==> config.mk <==
export PLATFORM = sky130hd
export DESIGN_NAME = flag_branch_sel
export DESIGN_NICKNAME = d
export VERILOG_FILES = /design/src/rtl/fbs_pkg.sv /design/src/rtl/fbs_flag_reg.sv /design/src/rtl/fbs_cond_mux.sv /design/src/rtl/fbs_src_arb.sv /design/src/rtl/flag_branch_sel.sv
export SDC_FILE = /design/constraint.sdc
export NUM_CORES = 1
export LEC_CHECK = 0
export ABC_AREA = 1
export BUFFER_PORTS_ARGS = -buffer_cell sky130_fd_sc_hd__buf_4
export CORE_ASPECT_RATIO = 0.7
export CORE_MARGIN = 3
export CORE_UTILIZATION = 34
export CTS_CLUSTER_DIAMETER = 100
export DETAILED_ROUTE_END_ITERATION = 8
export GPL_TIMING_DRIVEN = 1
export PLACE_DENSITY = 0.8
export SKIP_CTS_REPAIR_TIMING = 1
export SLEW_MARGIN = 10
export SYNTH_ARGS = -nofsm -noshare
export SYNTH_HDL_FRONTEND = slang
export SYNTH_SLANG_ARGS = --single-unit
==> constraint.sdc <==
create_clock -name clk_i -period 1.4 [get_ports clk_i]
set_input_delay 0.28 -clock clk_i [delete_from_list [all_inputs] [get_ports clk_i]]
set_output_delay 0.28 -clock clk_i [all_outputs]
set_load 0.1 [all_outputs]
==> src/rtl/fbs_pkg.sv <==
package fbs_pkg;
  localparam int NUM_FLAGS = 4;
  localparam int SEL_W     = $clog2(NUM_FLAGS);
  localparam int NUM_SRC   = 3;

  typedef enum logic [SEL_W-1:0] {
    FLAG_C = 2'd0,
    FLAG_Z = 2'd1,
    FLAG_V = 2'd2,
    FLAG_N = 2'd3
  } flag_idx_e;

  localparam int SRC_PC  = 0;
  localparam int SRC_BR  = 1;
  localparam int SRC_AUX = 2;
endpackage

==> src/rtl/fbs_flag_reg.sv <==
module fbs_flag_reg
  import fbs_pkg::*;
(
  input  logic                 clk_i,
  input  logic                 rst_ni,
  input  logic                 we_i,
  input  logic [NUM_FLAGS-1:0] d_i,
  output logic [NUM_FLAGS-1:0] q_o
);
  logic [NUM_FLAGS-1:0] q_r;

  always_ff @(posedge clk_i or negedge rst_ni) begin
    if (!rst_ni)   q_r <= '0;
    else if (we_i) q_r <= d_i;
  end

  assign q_o = q_r;
endmodule

==> src/rtl/fbs_cond_mux.sv <==
module fbs_cond_mux
  import fbs_pkg::*;
(
  input  logic [NUM_FLAGS-1:0] flags_i,
  input  logic [SEL_W-1:0]     sel_i,
  output logic                 cond_o
);
  logic [NUM_FLAGS-1:0] dec;
  logic [NUM_FLAGS-1:0] path;

  // decode select, enable a single bit path
  for (genvar i = 0; i < NUM_FLAGS; i++) begin : g_path
    assign dec[i]  = (sel_i == SEL_W'(i));
    assign path[i] = dec[i] & flags_i[i];
  end

  assign cond_o = |path;
endmodule

==> src/rtl/fbs_src_arb.sv <==
module fbs_src_arb
  import fbs_pkg::*;
#(
  parameter int AW = 16
) (
  input  logic                        cond_i,
  input  logic                        alt_sel_i,
  input  logic                        strobe_i,
  input  logic [NUM_SRC-1:0][AW-1:0]  src_addr_i,
  output logic [NUM_SRC-1:0]          en_o,
  output logic [AW-1:0]               addr_o
);
  logic [NUM_SRC-1:0] req;
  logic [NUM_SRC-1:0][AW-1:0] gated;

  assign req[SRC_PC]  = ~cond_i;
  assign req[SRC_BR]  =  cond_i & ~alt_sel_i;
  assign req[SRC_AUX] =  cond_i &  alt_sel_i;

  for (genvar i = 0; i < NUM_SRC; i++) begin : g_src
    assign en_o[i]  = strobe_i & req[i];
    assign gated[i] = {AW{en_o[i]}} & src_addr_i[i];
  end

  always_comb begin
    addr_o = '0;
    for (int i = 0; i < NUM_SRC; i++) addr_o = addr_o | gated[i];
  end
endmodule

==> src/rtl/flag_branch_sel.sv <==
module flag_branch_sel
  import fbs_pkg::*;
#(
  parameter int AW = 16
) (
  input  logic                 clk_i,
  input  logic                 rst_ni,
  input  logic                 flag_we_i,
  input  logic [NUM_FLAGS-1:0] alu_flags_i,
  input  logic [SEL_W-1:0]     cond_sel_i,
  input  logic                 alt_sel_i,
  input  logic                 strobe_i,
  input  logic [AW-1:0]        pc_next_i,
  input  logic [AW-1:0]        br_tgt_i,
  input  logic [AW-1:0]        aux_addr_i,
  output logic [NUM_FLAGS-1:0] flags_o,
  output logic                 cond_o,
  output logic [NUM_SRC-1:0]   src_en_o,
  output logic [AW-1:0]        addr_o
);
  logic [NUM_FLAGS-1:0] flags_q;
  logic                 cond;
  logic [NUM_SRC-1:0][AW-1:0] src_addr;

  assign src_addr[SRC_PC]  = pc_next_i;
  assign src_addr[SRC_BR]  = br_tgt_i;
  assign src_addr[SRC_AUX] = aux_addr_i;

  fbs_flag_reg u_reg (
    .clk_i (clk_i),
    .rst_ni(rst_ni),
    .we_i  (flag_we_i),
    .d_i   (alu_flags_i),
    .q_o   (flags_q)
  );

  fbs_cond_mux u_mux (
    .flags_i(flags_q),
    .sel_i  (cond_sel_i),
    .cond_o (cond)
  );

  fbs_src_arb #(.AW(AW)) u_arb (
    .cond_i    (cond),
    .alt_sel_i (alt_sel_i),
    .strobe_i  (strobe_i),
    .src_addr_i(src_addr),
    .en_o      (src_en_o),
    .addr_o    (addr_o)
  );

  assign flags_o = flags_q;
  assign cond_o  = cond;
endmodule

==> flow_summary.ini, run 1 <==
[logic_synthesis]
synth_fp_nets = 159
netlist_instances = 100
synth_compound_area_share_pct = 0
synth_fa_ha_area_share_pct = 0
synth_top_family_by_area = simple AND/OR/NAND/NOR gates
synthXorXnorAreaFrac_pct = 0
synthSimpleGateAreaFrac_pct = 66.95
synth_seq_cells = 4
ys_seq_area_share_pct = 13.49
ys_types = 19
syn_area_um2 = 742.0
synth_mux_area_share_pct = 6.071
avgSynthCellArea_um2 = 7.420
yosysWarnings = 0

[clocking]
cts-root-buf = clkbuf_4
cts_buffers = 3
cts_buffer_depth = 2
cts_sinks = 4
htree_levels = 1

[outcome]
status = aborted with a tool error
tool.error = [ERROR DPL-0038] Utilization greater than 100%, impossible to legalize
haltStage = global routing

[sta]
crit_endpoint = addr_o[8]
worstEpCategory = output port

[floorplan]
rows = 13
die_w_um = 61.84
die_h_um = 45.09
start_util_pct = 38.01
ios = 83

[placement]
hpwl_mm = 2.945
gp_congestion = 0.8500
port-buffer-count = 82
dp.cells = 208

[global_route]
grt_max_degree = 25
## cell families after synthesis
family	Yosys count
buf+inv	16
mux	4
flops	4
simple gates	76
## per-stage QoR
stage,setup slack (ps),instance area (µm²)
CTS,-659.9,1703
global placement,-342.7,1680
detailed placement,-398.1,1680
floorplan,-738.3,993.5
## Yosys cell counts (all sizes together)
cell type,n,area [µm²]
nand3,34,230.2
nand2,6,35.03
dfrtp,4,100.1
nor2,3,21.27
buf,11,81.32
nor3,1,10.01
nand4,32,200.2
inv,5,18.76
mux2,4,45.04
==> run 2, diff against run 1 <==
--- a/config.mk
+++ b/config.mk
@@ -7,13 +7,11 @@
 export LEC_CHECK = 0
 export ABC_AREA = 1
 export BUFFER_PORTS_ARGS = -buffer_cell sky130_fd_sc_hd__buf_4
-export CORE_ASPECT_RATIO = 0.7
-export CORE_MARGIN = 3
-export CORE_UTILIZATION = 34
-export CTS_CLUSTER_DIAMETER = 100
+export CORE_AREA = 3 3 64 66
 export DETAILED_ROUTE_END_ITERATION = 8
+export DIE_AREA = 0 0 67 69
 export GPL_TIMING_DRIVEN = 1
-export PLACE_DENSITY = 0.8
+export PLACE_DENSITY_LB_ADDON = 0.15
 export SKIP_CTS_REPAIR_TIMING = 1
 export SLEW_MARGIN = 10
 export SYNTH_ARGS = -nofsm -noshare
==> run 2 against run 1 <==
The flow now finishes, with violations (setup timing). Area after synthesis unchanged. Synthesized cell count unchanged.
==> flow_summary.ini, run 2 <==
[placement]
dp.cells = 235
gp_congestion = 0.7714
place_ws_ps = -366.5
port-buffer-count = 82
hpwl_mm = 2.721
place_area_um2 = 1720

[clocking]
cts-root-buf = clkbuf_8
cts_tree = done
cts_sinks = 4
htree_levels = 1
cts_buffer_depth = 2
clk_latency_ps = 220
cts.reportedPaths.clkPinSlew_ps = 30
cts_buffers = 3

[final_layout]
drive_gt1_share_pct = 77.08
final_nets = 253
fin_area_um2 = 2024
n_antenna_cell = 0
largest_reg_flops = 4
final_common_cell = buf_4
final_cell_count_no_fill = 240
area_growth_syn_to_layout_pct = 172.8
final_cell_mix = buf_4 (75), nand4_1 (32), nand3_4 (20)

[logic_synthesis]
netlist.top_cell.by_area = nand4_1
syn_area_um2 = 742.0
ys.flop_type = dfrtp_1
synth.most_common_cell = nand4_1
synth_area_leaders = nand4_1 (27%), nand3_1 (17%), dfrtp_1 (13%), nand3_2 (9.4%), mux2_2 (6.1%)
yosysTopAreaCellShare_pct = 26.98
netlist_instances = 100
ys_types = 19
synth_fp_nets = 159
synth_seq_cells = 4
async_reset_ff_share_pct = 100.0
yosysWarnings = 0
avgSynthCellArea_um2 = 7.420
synth-edff-count = 0
ys_seq_area_share_pct = 13.49
synth_commonest_cells = nand4_1 (32), nand3_1 (25), buf_2 (7), nand3_2 (7)

[outcome]
status = finished, violations left
violations = setup timing

[sta]
hold_viol = 0
tightest_slew_ps = 283.5
setup_violations = 20
rsz0062_at_grt = yes
max-slew-margin-rel_pct = 81.07
tns_ps = -7342
whs_ps = 298.3
period_share_pct = 129.9
slew_viol_final = 0
setup_ws_ps = -418.6
fmax_mhz = 549.9
finClkSkew_ps = 0
period_needed_ps = 1819

[global_route]
track_usage_pct = 14.31
grt-ovfl-total = 0
grt_first_pass_wirelength_mm = 5.306
grt_pass1_vias = 1236
antenna_found_initial = 0
grt_max_degree = 18

[critical_path]
cp.required_ps = 1120
worstPathArrival_ps = 1540
cp-start-kind = register
worstSetupPathType = register to output port
cp_max_fo = 16
end_kind = output port

[routing]
drtIter0Drc = 45
drc_errors = 0
route.detailed.wl_per_inst_um = 14.45
vias = 1175
drt-total-wl_mm = 3.469
drtPass1Iterations = 4
via_per_inst = 4.896
antenna_left = 0

[floorplan]
die_h_um = 69
die_area_um2 = 4623
start_util_pct = 20.42
ios = 83
die_w_um = 67
rows = 22
core_um2 = 3633

[worst_hold_path]
hold_class = input port to register

[pwr]
p_leak_uw = 0.0009474
p_per_area_nw_per_um2 = 830.9
irDropWorstVdd_mv = 0.3348

[job]
maxCapViolations = 0
## run 2: cell counts after synthesis
Identical to the previous run, type by type.
## run 2: path summary, 6_finish.rpt
kind / start / endpoint / slack, ps / cells after the start
max: u_reg.q_o[1] / src_en_o[0] / -420 / 7
min: alu_flags_i[3] / u_reg.q_o[3] / 300 / 2
max reg2reg: u_reg.q_o[1] / u_reg.q_o[1] / 400 / 2
min reg2reg: u_reg.q_o[0] / u_reg.q_o[0] / 680 / 2
max in group asynchronous: rst_ni / u_reg.q_o[1] / 880 / 2
min in group asynchronous: rst_ni / u_reg.q_o[2] / 400 / 2
## run 2: metal layers
metal  wire length [µm]  vias to the layer above  GRT usage [%]
met5                  0                        -              0
met4                 43                        0          3.378
met3                273                        4          3.583
met2               1941                       48          25.87
met1               1211                      545          16.27
li1                   -                      578              -
## run 2: area by class of cell
class / count / area (µm²)
clock buffers: 3 / 41.29
fillers: 341 / 1609
well taps: 48 / 60.06
flip-flops and latches: 4 / 115.1
multi-input cells: 80 / 804.5
inverters: 5 / 21.27
repair buffers: 100 / 982.2
## run 2: worst max-delay path, stage by stage, from the launching register on
cell and delay, ps:
dfrtp_4 480, nand2_4 70, nand3_4 120, nand2_8 150, buf_6 150, inv_4 40
nor2_4 110, buf_12 180
## run 2: power by group
group,internal [µW],total [µW],switching (µW)
sequential,136,147,11.6
clock,184,246,62.8
combinational,476,1290,812
## run 2: cell families after synthesis
| family | after synthesis | synth area share (%) |
|---|---|---|
| simple gates | 76 | 66.95 |
| buf+inv | 16 | 13.49 |
| mux | 4 | 6.070 |
| flops | 4 | 13.49 |
## run 2: stage by stage
step / util, % / total power, µW
CTS: 48.48 / 1528
finish: 55.72 / 1682
global placement: 47.35 / 1261
floorplan: - / 960.0
detailed placement: 47.35 / 1270
global route: 55.72 / 1753
Power figures use the tool's default switching activity.
==> run 3, diff against run 2 <==
--- a/config.mk
+++ b/config.mk
@@ -11,7 +11,6 @@
 export DETAILED_ROUTE_END_ITERATION = 8
 export DIE_AREA = 0 0 67 69
 export GPL_TIMING_DRIVEN = 1
-export PLACE_DENSITY_LB_ADDON = 0.15
 export SKIP_CTS_REPAIR_TIMING = 1
 export SLEW_MARGIN = 10
 export SYNTH_ARGS = -nofsm -noshare
==> run 3 against run 2 <==
The run still ends with setup timing left. Fmax increased by 1.4%. Setup slack improved by 25 ps. Sequential cell count unchanged. Critical path type unchanged.
==> flow_summary.ini, run 3 (synthesized netlist as in run 2, its figures left out) <==
[global_route]
grt_pass1_vias = 1246
grt-ovfl-total = 0
grt_first_pass_wirelength_mm = 5.609
track_usage_pct = 15.25
antenna_found_initial = 0
grt_max_degree = 21

[placement]
dp.cells = 235
gp_congestion = 0.7159
place_ws_ps = -342.3
port-buffer-count = 82
hpwl_mm = 2.836
place_area_um2 = 1733

[floorplan]
start_util_pct = 20.42
ios = 83
core_um2 = 3633
rows = 22
die_h_um = 69
die_w_um = 67
die_area_um2 = 4623

[critical_path]
cp-start-kind = register
path_common_cell = buf_12
cp_slowest_cell = dfrtp_4
worstSetupPathType = register to output port
cp_num_buf_inv = 3
cp.required_ps = 1120
r2r_slack_ps = 400
crit_family = flip-flops
max_stage_delay_ps = 480
cp_max_fo = 17
worstPathArrival_ps = 1510
worstPathCellList = nand2_4, nand3_4, nand2_8, buf_12, inv_4, nor2_4, buf_12
end_kind = output port

[final_layout]
largest_reg_flops = 4
multiInputGateArea_um2 = 789.5
final_common_cell = buf_4
final_cell_mix = buf_4 (75), nand4_1 (32), nand3_4 (18)
fillers = 330
final_cell_count_no_fill = 239
fin_area_um2 = 2003
fin_util_pct = 55.13
regArea_um2 = 115.1
n_antenna_cell = 0
area_growth_syn_to_layout_pct = 170.0
final_nets = 252
drive_gt1_share_pct = 77.49

[routing]
route.detailed.wl_per_inst_um = 14.78
antenna_left = 0
vias = 1161
via_per_inst = 4.858
drtIter0Drc = 14
drtPass1Iterations = 2
drt-total-wl_mm = 3.533
drc_errors = 0

[clocking]
cts_buffer_depth = 2
clk_latency_ps = 220
cts-root-buf = clkbuf_8
cts_sinks = 4
cts_buffers = 3
cts.reportedPaths.clkPinSlew_ps = 30
htree_levels = 1
cts_tree = done

[job]
maxCapViolations = 0

[outcome]
violations = setup timing
status = finished, violations left

[pwr]
irDropWorstVdd_mv = 0.3970
p_leak_uw = 0.0009383
p_per_area_nw_per_um2 = 835.3

[sta]
tightest_slew_ps = 287.0
fmax_mhz = 557.4
setup_violations = 20
max-slew-margin-rel_pct = 81.02
period_share_pct = 128.1
whs_ps = 293.9
slew_viol_final = 0
setup_ws_ps = -393.9
finClkSkew_ps = 0
period_needed_ps = 1794
rsz0062_at_grt = yes
hold_viol = 0

[worst_hold_path]
hold_class = input port to register
-- run 3: changes by cell type in the layout (fill, tap and decap cells not counted), sizes merged --
| cell | change |
|---|---|
| buf | -1 |
-- run 3: layout make-up --
type	count	area share (%)
clock buffer	3	2.061
timing repair buffer	99	48.72
inverter	5	1.062
multi-input combinational	80	39.41
sequential	4	5.746
tap	48	2.998
-- run 3: final timing paths --
check,end,cells after the start,from
min reg2reg,u_reg.q_o[0],2,u_reg.q_o[0]
max reg2reg,u_reg.q_o[3],2,u_reg.q_o[3]
min,u_reg.q_o[0],2,alu_flags_i[0]
min in group asynchronous,u_reg.q_o[3],2,rst_ni
max in group asynchronous,u_reg.q_o[2],2,rst_ni
max,src_en_o[0],7,u_reg.q_o[3]
-- run 3: power breakdown --
part           leakage (µW)  total [µW]  internal, µW  switching [µW]
registers         0.0000431         146           136            10.0
clock network     0.0000216         247           184            63.0
logic              0.000874        1280           470             811
total              0.000938        1670           789             884
-- run 3: worst reg2reg max path, cell delays in order (launching register included) --
cell and delay (ps):
dfrtp_4 480, buf_4 150, mux2_2 250
-- run 3: per-layer routing --
layer / routed length [µm] / global-route usage (%)
met5: 0 / 0
met4: 80 / 5.856
met3: 156 / 2.606
met2: 1984 / 26.97
met1: 1311 / 17.65
-- run 3: through the flow --
| step | setup TNS (ps) | total power [µW] |
|---|---|---|
| final | -7093 | 1673 |
| after global routing | -8570 | 1754 |
| after CTS | -10190 | 1529 |
| after detailed placement | -5916 | 1280 |
| after global placement | -5433 | 1270 |
| after floorplan | -7163 | 960.0 |
